**src/rtl/ipc_pkg.sv**
```systemverilog
package ipc_pkg;
  localparam int unsigned NO_SRC = 0;

  // smaller value means more favoured
  function automatic logic beats(input logic [7:0] a, input logic [7:0] b);
    return a < b;
  endfunction
endpackage

```
**src/rtl/ipc_prio_reg.sv**
```systemverilog
module ipc_prio_reg #(
  parameter int unsigned PRIO_W = 8
) (
  input  logic              clk_i,
  input  logic              rst_ni,
  input  logic              ack_i,
  input  logic              held_v_i,
  input  logic [PRIO_W-1:0] held_prio_i,
  input  logic              wr_i,
  input  logic [PRIO_W-1:0] wr_data_i,
  input  logic              eoi_i,
  input  logic [PRIO_W-1:0] eoi_prio_i,
  output logic [PRIO_W-1:0] cur_q_o,
  output logic [PRIO_W-1:0] cur_nxt_o
);
  localparam logic [PRIO_W-1:0] LEAST = '1;

  always_comb begin
    cur_nxt_o = cur_q_o;
    if (ack_i) begin
      if (held_v_i) cur_nxt_o = held_prio_i;
    end else if (wr_i) begin
      cur_nxt_o = wr_data_i;
    end else if (eoi_i && (eoi_prio_i >= cur_q_o)) begin
      cur_nxt_o = eoi_prio_i;  // lowering only
    end
  end

  always_ff @(posedge clk_i or negedge rst_ni) begin
    if (!rst_ni) cur_q_o <= LEAST;
    else         cur_q_o <= cur_nxt_o;
  end
endmodule

```
**src/rtl/ipc_slot.sv**
```systemverilog
module ipc_slot #(
  parameter int unsigned SRC_W  = 8,
  parameter int unsigned PRIO_W = 8
) (
  input  logic              clk_i,
  input  logic              rst_ni,
  input  logic              offer_valid_i,
  input  logic [SRC_W-1:0]  offer_src_i,
  input  logic [PRIO_W-1:0] offer_prio_i,
  input  logic              ack_i,
  input  logic [PRIO_W-1:0] cur_nxt_i,
  output logic              held_v_o,
  output logic [SRC_W-1:0]  held_src_o,
  output logic [PRIO_W-1:0] held_prio_o,
  output logic              offer_rej_o,
  output logic              evict_valid_o,
  output logic [SRC_W-1:0]  evict_src_o
);
  logic still_held, keep, lost, take;

  assign still_held = held_v_o & ~ack_i;
  assign keep       = still_held & (held_prio_o < cur_nxt_i);
  assign lost       = still_held & ~(held_prio_o < cur_nxt_i);
  assign take       = offer_valid_i & (offer_prio_i < cur_nxt_i)
                    & (~keep | (offer_prio_i < held_prio_o));

  always_ff @(posedge clk_i or negedge rst_ni) begin
    if (!rst_ni) begin
      held_v_o      <= 1'b0;
      held_src_o    <= '0;
      held_prio_o   <= '1;
      offer_rej_o   <= 1'b0;
      evict_valid_o <= 1'b0;
      evict_src_o   <= '0;
    end else begin
      offer_rej_o   <= offer_valid_i & ~take;
      evict_valid_o <= lost | (keep & take);
      evict_src_o   <= (lost | (keep & take)) ? held_src_o : '0;
      if (take) begin
        held_v_o    <= 1'b1;
        held_src_o  <= offer_src_i;
        held_prio_o <= offer_prio_i;
      end else if (!keep) begin
        held_v_o    <= 1'b0;
      end
    end
  end
endmodule

```
**src/rtl/intr_presenter.sv**
```systemverilog
module intr_presenter #(
  parameter int unsigned SRC_W  = 8,
  parameter int unsigned PRIO_W = 8
) (
  input  logic              clk_i,
  input  logic              rst_ni,
  input  logic              offer_valid_i,
  input  logic [SRC_W-1:0]  offer_src_i,
  input  logic [PRIO_W-1:0] offer_prio_i,
  output logic              offer_rej_o,
  output logic              evict_valid_o,
  output logic [SRC_W-1:0]  evict_src_o,
  output logic              irq_o,
  input  logic              ack_i,
  output logic              ack_valid_o,
  output logic [SRC_W-1:0]  ack_src_o,
  output logic [PRIO_W-1:0] ack_prio_o,
  input  logic              eoi_i,
  input  logic [PRIO_W-1:0] eoi_prio_i,
  input  logic              prio_wr_i,
  input  logic [PRIO_W-1:0] prio_wr_data_i,
  output logic [PRIO_W-1:0] cur_prio_o
);
  localparam logic [SRC_W-1:0] NONE = SRC_W'(ipc_pkg::NO_SRC);

  logic              held_v;
  logic [SRC_W-1:0]  held_src;
  logic [PRIO_W-1:0] held_prio;
  logic [PRIO_W-1:0] cur_nxt;

  ipc_prio_reg #(.PRIO_W(PRIO_W)) u_prio (
    .clk_i, .rst_ni, .ack_i,
    .held_v_i(held_v), .held_prio_i(held_prio),
    .wr_i(prio_wr_i), .wr_data_i(prio_wr_data_i),
    .eoi_i, .eoi_prio_i,
    .cur_q_o(cur_prio_o), .cur_nxt_o(cur_nxt)
  );

  ipc_slot #(.SRC_W(SRC_W), .PRIO_W(PRIO_W)) u_slot (
    .clk_i, .rst_ni, .offer_valid_i, .offer_src_i, .offer_prio_i, .ack_i,
    .cur_nxt_i(cur_nxt),
    .held_v_o(held_v), .held_src_o(held_src), .held_prio_o(held_prio),
    .offer_rej_o, .evict_valid_o, .evict_src_o
  );

  assign irq_o = held_v;

  always_ff @(posedge clk_i or negedge rst_ni) begin
    if (!rst_ni) begin
      ack_valid_o <= 1'b0;
      ack_src_o   <= NONE;
      ack_prio_o  <= '0;
    end else begin
      ack_valid_o <= ack_i;
      if (ack_i) begin
        ack_src_o  <= held_v ? held_src : NONE;
        ack_prio_o <= cur_prio_o;
      end
    end
  end
endmodule

```
**config.mk**
```make
export PLATFORM = sky130hd
export DESIGN_NAME = intr_presenter
export DESIGN_NICKNAME = d
export VERILOG_FILES = /design/src/rtl/ipc_pkg.sv /design/src/rtl/ipc_prio_reg.sv /design/src/rtl/ipc_slot.sv /design/src/rtl/intr_presenter.sv
export SDC_FILE = /design/constraint.sdc
export NUM_CORES = 1
export LEC_CHECK = 0
export CAP_MARGIN = 0
export CORE_MARGIN = 5
export CORE_UTILIZATION = 40
export CTS_BUF_LIST = sky130_fd_sc_hd__clkbuf_16
export CTS_CLUSTER_SIZE = 12
export DETAILED_ROUTE_END_ITERATION = 10
export GPL_TIMING_DRIVEN = 0
export PLACE_DENSITY_LB_ADDON = 0.2
export SLEW_MARGIN = 20
export SYNTH_ARGS = -nofsm -noshare
export SYNTH_HDL_FRONTEND = slang
export SYNTH_HIERARCHICAL = 1
export SYNTH_SLANG_ARGS = --single-unit
export TNS_END_PERCENT = 20
```
**constraint.sdc**
```tcl
create_clock -name clk_i -period 3.85 [get_ports clk_i]
set_input_delay 0.77 -clock clk_i [delete_from_list [all_inputs] [get_ports clk_i]]
set_output_delay 0.77 -clock clk_i [all_outputs]
set_load 0.05 [all_outputs]
```
* Word level (Yosys, flattened, before mapping)
Cells that the tools add are included.
W data, S select, Z words.
** Word-level totals
- Register bits after elaboration :: 52
- Bits in latches :: 0
- Word-level logic and storage cells :: 37
- Input bits :: 38
- Output and inout bits :: 36
- Bits in writable memories :: 0
- Bits in read-only memories :: 0
- Memories kept :: 0
** Operators by class
- Order comparisons :: 4
- Equality and inequality tests :: 1
- Reductions and logical operators :: 1
- Multiplexer cells :: 8
- Shifts and indexed selects :: 0
- Div/mod/pow operators :: 0
- $mul :: 0
- Bitwise gates (word level) :: 13
- $add $sub $neg :: 0
** Operator list (count)
- $mux W8 :: 6
- $lt A8 B8 Y1 :: 3
- $ge A8 B8 Y1 :: 1
- $and A1 B1 Y1 :: 7
- $not A1 Y1 :: 4
- $mux W1 :: 2
- $ne A2 B2 Y1 const B :: 1
- $or A1 B1 Y1 :: 2
- $logic_and A1 B1 Y1 :: 1

* Longest topological paths before layout
Gate-level depths: netlist (run 1).
- Word-level depth :: 13
- Depth in mapped cells :: 16
- Gate-level depth less buffers :: 14

* Cells and area by module
Netlist (run 1), hierarchy kept.
** Modules (own cells, without submodules)
- ipc_slot :: area an instance 1635.3 um^2, instances 1, cells an instance 136, sequential area each 685.7 um^2
- ipc_prio_reg :: area an instance 773.2 um^2, instances 1, cells an instance 88, sequential area each 210.2 um^2
- intr_presenter :: area an instance 675.6 um^2, instances 1, cells an instance 53, sequential area each 425.4 um^2

* Least setup slack after synthesis (run 1)
Ideal clock, no wire load.
- Path kind :: register to register
- Start point :: reg u_prio.cur_q_o[6]
- End point :: reg u_slot.held_src_o[0]
- Library setup time :: 0.125 ns
- Required time :: 3.725 ns
- Cell stages (with the launch flop) :: 16
- Path buffers :: 2
- Arrival time :: 3.724 ns
- Slack :: 0.001 ns
- Clock period less this slack :: 3.849 ns
- Cell sequence :: dfstp_2 inv_1 ha_1 and3_4 a221o_1 a22oi_2 buf_6 mux2i_1 a21oi_1 inv_1 ha_1 a211oi_1 and2_2 a2bb2oi_4 buf_12 mux2_4
** Between the ends
- Word-level cells in the longest chain between the ends :: 10
- Elaborated cells on any way between the ends :: 13
- Those cells by class :: order compare (3); mux (4); bitwise (5); reduce/logical (1)
** RTL lines
- from (decl) :: RTL line ipc_prio_reg.sv:13 : output logic [PRIO_W-1:0] cur_q_o,
- from (signal assigned) :: RTL line ipc_prio_reg.sv:31 : else cur_q_o <= cur_nxt_o;
- $ge A8 B8 Y1 (*) :: RTL line ipc_prio_reg.sv:24 : end else if (eoi_i && (eoi_prio_i >= cur_q_o)) begin
- $logic_and A1 B1 Y1 (*) :: RTL line ipc_prio_reg.sv:24
- $mux W8 (*) :: RTL line ipc_prio_reg.sv:24
- $mux W8 (*) :: RTL line ipc_prio_reg.sv:22 : end else if (wr_i) begin
- $mux W8 (*) :: RTL line ipc_prio_reg.sv:20 : if (ack_i) begin
- net cur_nxt[7] :: RTL line intr_presenter.sv:29 : logic [PRIO_W-1:0] cur_nxt;
- $lt A8 B8 Y1 :: RTL line ipc_slot.sv:22 : assign keep = still_held & (held_prio_o < cur_nxt_i);
- $and A1 B1 Y1 :: RTL line ipc_slot.sv:22
- $not A1 Y1 :: RTL line ipc_slot.sv:25 : & (~keep | (offer_prio_i < held_prio_o));
- $or A1 B1 Y1 :: RTL line ipc_slot.sv:25
- $and A1 B1 Y1 (*) :: RTL line ipc_slot.sv:25
- to (signal assigned) :: RTL line ipc_slot.sv:41 : held_src_o <= offer_src_i;
- to (decl) :: RTL line ipc_slot.sv:13 : output logic [SRC_W-1:0] held_src_o,
Mark *: on every way through the listed nets, which the timed path passes. The rest lies on a longest branch.
A chain may end at the register's enable or synchronous reset.

* Worst setup path in the final report (run 1)
- Start point :: reg u_prio.cur_q_o[6]
- End point :: reg u_slot.held_src_o[5]
** Between the ends
- Word-level cells in the longest chain between the ends :: 10
- Elaborated cells on any way between the ends :: 13
- Those cells by class :: order compare (3); mux (4); bitwise (5); reduce/logical (1)
** RTL lines (RTL line)
- $ge A8 B8 Y1 :: ipc_prio_reg.sv:24
- $logic_and A1 B1 Y1 :: ipc_prio_reg.sv:24
- $mux W8 :: ipc_prio_reg.sv:24
- $mux W8 :: ipc_prio_reg.sv:22
- $mux W8 (*) :: ipc_prio_reg.sv:20
- net cur_nxt[6] :: intr_presenter.sv:29
- $lt A8 B8 Y1 :: ipc_slot.sv:22
- $and A1 B1 Y1 :: ipc_slot.sv:22
- $not A1 Y1 :: ipc_slot.sv:25
- $or A1 B1 Y1 :: ipc_slot.sv:25
- $and A1 B1 Y1 (*) :: ipc_slot.sv:25
Marks and branches as above.

==> results of run 1 <==
area by class of cell:
class	count	share of cell area (%)
plain buffers	9	1.74
clock buffers	5	2.77
clock inverters	3	0.388
inverters	42	3.57
multi-input cells	173	38.2
flip-flops and latches	52	29.2
well taps	102	2.82
repair buffers	104	21.3
worst reg2reg max path: stages, from the launching register on:
cell and delay (ns):
dfstp_2 0.56, inv_2 0.06, ha_4 0.23, and3_4 0.18
a221o_1 0.34, a22oi_2 0.13, buf_6 0.20, mux2i_2 0.10
a211oi_2 0.27, inv_2 0.10, ha_4 0.28, a21oi_2 0.06
o211ai_1 0.29, a31oi_4 0.08, a2bb2oi_4 0.21, buf_6 0.13
buf_6 0.10, mux2_2 0.32
how the worst min path moves through the flow:
stage                               from                        end  slack [ns]
2_1_floorplan                     rst_ni  ack_prio_o[0]$_DFFE_PN0P_        0.47
3_3_place_gp   ack_prio_o[2]$_DFFE_PN0P_  ack_prio_o[2]$_DFFE_PN0P_        0.49
3_5_place_dp   ack_prio_o[1]$_DFFE_PN0P_  ack_prio_o[1]$_DFFE_PN0P_        0.50
4_1_cts        ack_prio_o[1]$_DFFE_PN0P_  ack_prio_o[1]$_DFFE_PN0P_        0.51
5_1_grt        ack_prio_o[3]$_DFFE_PN0P_  ack_prio_o[3]$_DFFE_PN0P_        0.52
6_report                          rst_ni   ack_src_o[2]$_DFFE_PN0P_        0.51
kinds of logic (layout without fill, tap and decap cells):
kind of cell | after synthesis | count (layout)
DFF | 52 | 52
and+or+nand+nor | 35 | 35
AOI/OAI and AO/OA | 70 | 70
muxes | 39 | 39
adders and majority gates | 29 | 29
buffers and inverters | 52 | 163
through the flow:
stage / utilization [%] / TNS, ns
global route: 59.4 / -0.357
global placement: 51.7 / -14.05
floorplan: - / 0
CTS: 57.4 / 0
detailed placement: 51.7 / -16.41
finish: 59.4 / 0
sequential cells by signal, indices dropped and copies added, names as in the netlist:
signal                cells
ack_prio_o                8
ack_src_o                 8
ack_valid_o               1
u_prio/cur_q_o            8
u_slot/evict_src_o        8
u_slot/evict_valid_o      1
u_slot/held_prio_o        8
u_slot/held_src_o         8
u_slot/held_v_o           1
u_slot/offer_rej_o        1
where the power goes:
group	leakage, uW	internal, uW	switching, uW
combinational	0.00137	1340	1530
clock	0.0000754	240	195
sequential	0.000618	865	228
total	0.00206	2440	1950
routing by layer:
layer  wire length [um]  up-vias  part of all wire (%)
met5                  0        -                     0
met4                114        0                   1.5
met3                278        9                   3.6
met2               3890       49                    51
met1               3340     1153                    44
li1                   -     1192                     -
placed cells by master, fill, tap and decap left out, types with 2 or more instances in the layout:
cell type	Yosys	routed
nor2_1	3	3
ha_4	0	7
dlygate4sd2_1	0	4
o21bai_2	1	2
mux2_4	13	13
a211oi_2	2	3
a21oi_1	26	19
mux2i_1	15	9
clkdlybuf4s50_1	0	62
o22ai_1	7	7
a21oi_2	0	7
o21ai_1	1	2
nor2b_1	2	2
dlymetal6s2s_1	0	2
o21ai_0	15	13
clkbuf_2	0	2
dfstp_2	16	16
mux2_2	11	11
buf_2	2	3
inv_1	41	35
buf_1	3	2
nand2_1	11	11
mux2i_4	0	2
mux2i_2	0	4
dfrtp_1	36	36
inv_2	0	7
buf_8	1	2
buf_4	0	29
clkbuf_16	0	5
nand3_1	8	8
o211ai_1	2	2
a31oi_2	2	2
ha_1	29	22
and3_4	1	2
buf_6	2	5
what timing repair did:
item	4_1_cts	5_1_grt
setup endpoints to repair	26	27
buffers inserted	25	8
pin swaps	22	11
gates resized for setup	34	31
==> flow_summary.yaml, run 1 <==
critical_path:
  max_stage_delay_ns: 0.56
  critPathCaptureType: "flip-flop"
  cpMostUsedCell: "buf_6"
  crit_slowest_cell: "dfstp_2"
  critPathTopFamily: "compound AO/OA/AOI/OAI gates"
  cp_data_required_time_ns: 4.03
  crit_type: "flip-flop to flip-flop"
  crit_fanout: 8
  path_cells: "inv_2 -> ha_4 -> and3_4 -> a221o_1 -> a22oi_2 -> buf_6 -> mux2i_2 -> a211oi_2 -> inv_2 -> ha_4 -> a21oi_2 -> o211ai_1 -> a31oi_4 -> a2bb2oi_4 -> buf_6 -> buf_6 -> mux2_2"
  rr_worst_depth: 17
  reg2reg_to: "u_slot/held_src_o[5]$_DFFE_PN0P_"
  arrival_ns: 3.93
  critPathLaunch: "u_prio/cur_q_o[6]$_DFF_PN1_"
  crit_path_end: "u_slot/held_src_o[5]$_DFFE_PN0P_"
  crit_path_start_kind: "flip-flop"
  timing.rr.start: "u_prio/cur_q_o[6]$_DFF_PN1_"
  cp_num_buf_inv: 5
  reg2reg_slack_ns: 0.1
  path_depth: 17
min_path:
  min_path_type: "input pin to async pin"
yosys:
  muxShareOfSynthArea_pct: 15.2
  synthAdderAreaFrac_pct: 11.8
  synth_top_family_by_area: "compound AO/OA/AOI/OAI gates"
  netlist_area_um2: 3080
  synth_most_common_cell: "inv_1"
  synth_compound_gate_area_share_pct: 16.2
  synth_top_area_cell: "dfrtp_1"
  synth_fp_nets: 344
  synth-main-ff-cell: "dfrtp_1"
  synth-edff-count: 0
  syn_area_per_cell_um2: 11.1
  synth_xor_area_share_pct: 0
  ys_types: 49
  synth_top_area_share_pct: 29.2
  async_flop_share_pct: 100
  synth-seq-area-share_pct: 42.8
  yosys_register_bits: 52
  ys_top_cells_by_count: "inv_1, dfrtp_1, ha_1"
  synthCells: 277
  synthTopCellsByArea: "dfrtp_1, dfstp_2, ha_1"
  yosysWarnings: 6
  synth-simple-area-share_pct: 6.21
clock_network:
  cts.hold.buffers_added: 0
  cts.sinks: 52
  cts-root-buf: "clkbuf_16"
  htreeDepth: 2
  clkTransAtPathRegs_ns: 0.07
  clk_latency_ns: 0.29
  cts_tree: "done"
  clockBufferDepth: 2
  cts_inserted_buffers: 5
final_layout:
  area_delta_synth_final_pct: 46.5
  final_area_um2: 4520
  seqCellArea_um2: 1320
  layout-drive-gt1-share_pct: 35.8
  layout.nets: 454
  n_fill_cell: 628
  diodes: 0
  multiInputGateArea_um2: 1720
  fin_cells: 490
global_route:
  grt_max_degree: 53
  antenna_found_initial: 0
  use_met3_pct: 2.79
  grt_pass1_vias: 2508
  grt_usage_pct: 15.7
  grt_util_met1_pct: 19.7
  grt_pass1_wl_um: 12200
  grt.busiest_layer: "met2"
  met2_usage_pct: 27.5
  overflow: 0
placement:
  dp_hpwl_um: 5590
  placed_area_um2: 3930
  dpl.cell_count: 451
  pre_cts_slack_ns: -0.853
  place.port_buffers: 72
  gp_congestion: 0.822
sta:
  setup_ws_ns: 0.0963
  setup_violations: 0
  finalClockSkew_ns: 0.00547
  hold_viol: 0
  maxSlewHeadroom_pct: 56.1
  fmax_ghz: 0.266
  hold_slack_ns: 0.506
  post-route-period-util_pct: 97.5
  slew_violations: 0
  tightest_slew_ns: 0.659
  min_period_ns: 3.75
detailed_routing:
  drt-vias-per-instance: 4.90
  routed-via-count: 2403
  wl_um: 7620
  wire_per_inst_um: 15.5
  antenna_left: 0
  dr.pass1.iters: 4
  drc: 0
  drt_iter0_markers: 60
die:
  start_util_pct: 40.5
  die_w_um: 97.8
  pin_count: 74
  rows: 32
  fp.dieH_um: 97.8
  die_area_um2: 9570
  fp.coreArea_um2: 7610
status:
  status: "complete, no violations"
pwr:
  power.density_nw_per_um2: 972
  vdd_drop_max_mv: 0.357
  p_leak_uw: 0.00206
  finalPower_uw: 4390
flow_run:
  maxCapViolCount: 0
Power figures use the tool's default switching activity.
==> run 2, diff against run 1 <==
- RECOVER_POWER: default -> 100
- SKIP_LAST_GASP: default -> 1
==> run 2 against run 1 <==
- the flow now finishes with violations (capacitance limit, slew limit)
- fmax is 0.18% lower
- flip-flop and latch count stayed put
- clock skew is 0.0013 ns higher
- count of clock-buffer cells in the layout stayed put
- total power is 0.57% lower
- cell count stayed put
- final area is 0.86% lower
==> flow_summary.yaml, run 2 (synthesized netlist as in run 1, its figures left out) <==
sta:
  setup_ws_ns: 0.0894
  post-route-period-util_pct: 97.7
  tightest_slew_ns: 2.73
  maxSlewHeadroom_pct: -82.3
  fmax_ghz: 0.266
  finalClockSkew_ns: 0.00680
  setup_violations: 0
  min_period_ns: 3.76
  rsz0062_at_grt: "yes"
  fin_setup_tns_ns: 0
  hold_viol: 0
  slew_violations: 53
die:
  fp.dieH_um: 97.8
  pin_count: 74
  die_w_um: 97.8
  rows: 32
  fp.coreArea_um2: 7610
  die_area_um2: 9570
  start_util_pct: 40.5
detailed_routing:
  drc: 0
  drt-vias-per-instance: 4.96
  antenna_left: 0
  routed-via-count: 2428
  wire_per_inst_um: 15.5
  wl_um: 7620
  drt_iter0_markers: 51
  dr.pass1.iters: 4
min_path:
  min_path_type: "flip-flop to flip-flop"
critical_path:
  rr_worst_depth: 17
  critPathLaunch: "u_prio/cur_q_o[6]$_DFF_PN1_"
  timing.rr.start: "u_prio/cur_q_o[6]$_DFF_PN1_"
  critPathTopFamily: "compound AO/OA/AOI/OAI gates"
  arrival_ns: 3.94
  crit_path_start_kind: "flip-flop"
  critPathCaptureType: "flip-flop"
  crit_type: "flip-flop to flip-flop"
  crit_fanout: 8
  cp_num_buf_inv: 5
  path_cells: "inv_2 -> ha_4 -> and3_4 -> a221o_1 -> a22oi_2 -> buf_6 -> mux2i_2 -> a211oi_2 -> inv_2 -> ha_4 -> a21oi_2 -> o211ai_1 -> a31oi_4 -> a2bb2oi_4 -> buf_6 -> buf_6 -> mux2_2"
  cpMostUsedCell: "buf_6"
  crit_slowest_cell: "dfstp_2"
  crit_path_end: "u_slot/held_src_o[5]$_DFFE_PN0P_"
  reg2reg_to: "u_slot/held_src_o[5]$_DFFE_PN0P_"
  cp_data_required_time_ns: 4.03
  max_stage_delay_ns: 0.56
  path_depth: 17
  reg2reg_slack_ns: 0.09
pwr:
  p_leak_uw: 0.00203
  finalPower_uw: 4360
  vdd_drop_max_mv: 0.356
  power.density_nw_per_um2: 974
clock_network:
  clk_latency_ns: 0.29
  clkTransAtPathRegs_ns: 0.07
  clockBufferDepth: 2
  cts.sinks: 52
  cts_tree: "done"
  htreeDepth: 2
  cts.hold.buffers_added: 0
  cts_inserted_buffers: 5
  cts-root-buf: "clkbuf_16"
placement:
  gp_congestion: 0.822
  pre_cts_slack_ns: -0.853
  placed_area_um2: 3930
  place.port_buffers: 72
  dp_hpwl_um: 5590
final_layout:
  final_common_cell: "clkdlybuf4s50_1"
  n_fill_cell: 637
  fin_util_pct: 58.9
  final_cell_mix: "clkdlybuf4s50_1, dfrtp_1, inv_1"
  layout-drive-gt1-share_pct: 34.0
  area_delta_synth_final_pct: 45.2
  layout.nets: 454
  final_area_um2: 4480
  diodes: 0
global_route:
  overflow: 0
  antenna_found_initial: 0
  grt_pass1_wl_um: 12200
  grt_pass1_vias: 2508
  grt_max_degree: 53
  grt_usage_pct: 15.7
flow_run:
  maxCapViolCount: 1
status:
  violations: "capacitance limit, slew limit"
  status: "complete, but fails checks"
run 2: cell types whose count changed in the layout (fill, tap and decap cells not counted), sizes merged:
| cell | change |
|---|---|
| buf | -4 |
| clkbuf | +4 |
run 2: worst reg2reg max path: stages, from the launching register on:
cell and delay, ns:
dfstp_2 0.56, inv_2 0.06, ha_4 0.23, and3_4 0.18, a221o_1 0.35, a22oi_2 0.14
buf_6 0.20, mux2i_2 0.10, a211oi_2 0.27, inv_2 0.11, ha_4 0.28, a21oi_2 0.06
o211ai_1 0.29, a31oi_4 0.09, a2bb2oi_4 0.21, buf_6 0.12, buf_6 0.10, mux2_2 0.32
run 2: power breakdown:
group | internal, uW | leakage, uW | switching (uW)
sequential | 865 | 0.000618 | 226
clock | 240 | 0.0000754 | 195
combinational | 1310 | 0.00133 | 1520
total | 2420 | 0.00203 | 1950
run 2: worst min-delay path by stage:
stage | startpoint | end | depth (start not counted)
5_1_grt | ack_prio_o[3]$_DFFE_PN0P_ | ack_prio_o[3]$_DFFE_PN0P_ | 1
2_1_floorplan | rst_ni | ack_prio_o[0]$_DFFE_PN0P_ | 0
3_5_place_dp | ack_prio_o[1]$_DFFE_PN0P_ | ack_prio_o[1]$_DFFE_PN0P_ | 1
3_3_place_gp | ack_prio_o[2]$_DFFE_PN0P_ | ack_prio_o[2]$_DFFE_PN0P_ | 1
4_1_cts | ack_prio_o[1]$_DFFE_PN0P_ | ack_prio_o[1]$_DFFE_PN0P_ | 1
6_report | ack_prio_o[3]$_DFFE_PN0P_ | ack_prio_o[3]$_DFFE_PN0P_ | 1
run 2: metrics by stage:
stage	hold WS, ns	std cells
after floorplan	0.474	277
after global placement	0.490	451
after detailed placement	0.500	451
after CTS	0.515	483
after global routing	0.508	490
final	0.494	490
run 2: what timing repair did:
| item | CTS | global route |
|---|---|---|
| resized for setup | 34 | 30 |
| pin swaps | 22 | 11 |
| endpoints found under the setup margin | 26 | 27 |
| setup buffers | 25 | 8 |
run 2: layout make-up:
type / instances / area [um^2] / area share, %
buffer: 9 / 58.8 / 1.31
clock buffer: 5 / 125 / 2.79
clock inverter: 3 / 17.5 / 0.391
inverter: 42 / 161 / 3.60
multi-input combinational: 173 / 1710 / 38.2
sequential: 52 / 1320 / 29.5
tap: 102 / 128 / 2.85
timing repair buffer: 104 / 955 / 21.3
run 2: metal layers:
layer	vias to the layer above	global-route usage, %	share of wire [%]
li1	1194	-	-
met1	1166	19.7	44
met2	60	27.5	51
met3	8	2.79	3.8
met4	0	4.90	1.2
met5	-	0	0
==> run 3, diff against run 2 <==
==> constraint.sdc (replaced) <==
create_clock -name clk_i -period 3.85 [get_ports clk_i]
set_input_delay 0.9625 -clock clk_i [delete_from_list [all_inputs] [get_ports clk_i]]
set_output_delay 0.9625 -clock clk_i [all_outputs]
set_load 0.05 [all_outputs]
==> run 3 against run 2 <==
- the run ends with capacitance limit, slew limit, setup timing left
- final area fell by 3.6%
- register-to-register slack got worse by 0.07 ns
- worst hold slack got worse by 0.0037 ns
- die area did not move
- via count fell by 4.2%
- flip-flop and latch count did not move
- first-iteration DRC count rose by 22%
- global-route usage fell by 0.61 points
- critical path depth fell by 2
- combinational power fell by 7.7%
- critical path type is now input pin to flip-flop
- critical endpoint is now u_slot/held_src_o[7]$_DFFE_PN0P_
==> flow_summary.yaml, run 3 (synthesized netlist as in run 1, its figures left out) <==
global_route:
  grt_max_degree: 53
  grt_pass1_vias: 2340
  grt_usage_pct: 15.1
  overflow: 0
  grt_pass1_wl_um: 11600
  antenna_found_initial: 0
pwr:
  clock_power_share_pct: 10.4
  internal_power_uw: 2260
  vdd_drop_max_mv: 0.353
  power.density_nw_per_um2: 960
  p_sw_share_pct: 45.4
  finalPower_uw: 4150
  seqPwrFrac_pct: 26.4
  p_comb_share_pct: 63.2
  p_switching_uw: 1880
  p_leak_uw: 0.00195
clock_network:
  clkTransAtPathRegs_ns: 0.06
  htreeDepth: 2
  cts.hold.buffers_added: 0
  cts_inserted_buffers: 5
  cts_tree: "done"
  cts-root-buf: "clkbuf_16"
  cts.sinks: 52
  clockBufferDepth: 2
  clk_latency_ns: 0.29
sta:
  hold_viol: 0
  setup_ws_ns: -0.0828
  maxSlewHeadroom_pct: -81.7
  fin_setup_tns_ns: -0.911
  finalClockSkew_ns: 0.00415
  min_period_ns: 3.93
  tightest_slew_ns: 2.72
  slew_violations: 53
  post-route-period-util_pct: 102
  setup_violations: 16
  fmax_ghz: 0.254
  rsz0062_at_grt: "yes"
final_layout:
  final_cell_mix: "clkdlybuf4s50_1, inv_1, dfrtp_1"
  area_delta_synth_final_pct: 40.0
  final_common_cell: "clkdlybuf4s50_1"
  diodes: 0
  fin_util_pct: 56.8
  layout-drive-gt1-share_pct: 27.3
  layout.nets: 432
  n_fill_cell: 640
min_path:
  hold_path_depth: 1
  min_path_type: "flip-flop to flip-flop"
detailed_routing:
  drc: 0
  drt_iter0_markers: 62
  drt-vias-per-instance: 4.97
  dr.pass1.iters: 6
  wire_per_inst_um: 15.6
  antenna_left: 0
  routed-via-count: 2325
  wl_um: 7290
die:
  pin_count: 74
  rows: 32
  die_area_um2: 9570
  fp.dieH_um: 97.8
  fp.coreArea_um2: 7610
  die_w_um: 97.8
  start_util_pct: 40.5
critical_path:
  rr_worst_depth: 16
  crit_fanout: 8
  critPathCaptureType: "flip-flop"
  crit_type: "input pin to flip-flop"
  arrival_ns: 4.10
  crit_path_start_kind: "input pin"
  cp_data_required_time_ns: 4.02
flow_run:
  maxCapViolCount: 1
placement:
  place.port_buffers: 72
  dp_hpwl_um: 5590
  gp_congestion: 0.773
status:
  violations: "capacitance limit, slew limit, setup timing"
  status: "complete, but fails checks"
-- run 3: per-stage QoR --
stage	setup slack, ns	hold WS, ns	std cells	area [um^2]
after detailed placement	-0.958	0.497	451	3980
final	-0.0828	0.490	468	4320
after global routing	-0.194	0.505	468	4320
after floorplan	-0.0552	0.490	277	3130
after global placement	-0.895	0.492	451	3980
after CTS	-0.0523	0.514	466	4260
-- run 3: layer usage --
metal,vias to the layer above,part of all wire (%),track usage (%),wire (um)
met5,-,0,0,0
met4,0,1.6,4.79,118
met1,1122,46,19.4,3330
li1,1151,-,-,-
met3,6,3.1,3.14,226
met2,46,50,25.5,3620
-- run 3: critical path, stage by stage --
cell	delay (ns)
dlygate4sd2_1	0.27
ha_1	0.29
o2111a_1	0.24
a22oi_2	0.19
buf_6	0.18
mux2i_1	0.09
a211oi_2	0.31
inv_2	0.12
ha_4	0.30
a21oi_4	0.05
o211ai_1	0.27
a31oi_4	0.07
a2bb2oi_4	0.29
buf_6	0.17
mux2_4	0.29
-- run 3: timing repair --
| action | 4_1_cts | 5_1_grt |
|---|---|---|
| resized for setup | 39 | 23 |
| endpoints found under the setup margin | 27 | 26 |
| pin swaps | 16 | 16 |
| gates cloned | 1 | 0 |
| setup buffers | 7 | 2 |
-- run 3: power by group through the flow --
stage / Clock, uW / Sequential, uW / Combinational (uW)
floorplan: 0 / 1600 / 1160
global placement: 0 / 1090 / 2300
detailed placement: 0 / 1100 / 2340
CTS: 444 / 1090 / 2530
global route: 471 / 1140 / 2820
finish: 431 / 1090 / 2620
-- run 3: layout make-up --
type	instances	area, um^2	area share, %
repair buffers	82	820	19.0
well taps	102	128	2.95
clock buffers	5	125	2.90
flip-flops and latches	52	1320	30.6
clock inverters	3	17.5	0.406
multi-input cells	173	1690	39.2
inverters	42	158	3.65
plain buffers	9	58.8	1.36
-- run 3: final timing paths --
path / from / end / slack [ns]
max in group asynchronous: rst_ni / ack_prio_o[5]$_DFFE_PN0P_ / 0.77
max reg2reg: u_prio/cur_q_o[7]$_DFF_PN1_ / u_slot/held_src_o[7]$_DFFE_PN0P_ / 0.02
max: eoi_prio_i[3] / u_slot/held_src_o[7]$_DFFE_PN0P_ / -0.08
min reg2reg: ack_prio_o[3]$_DFFE_PN0P_ / ack_prio_o[3]$_DFFE_PN0P_ / 0.49
min: ack_prio_o[3]$_DFFE_PN0P_ / ack_prio_o[3]$_DFFE_PN0P_ / 0.49
min in group asynchronous: rst_ni / u_slot/offer_rej_o$_DFF_PN0_ / 1.55
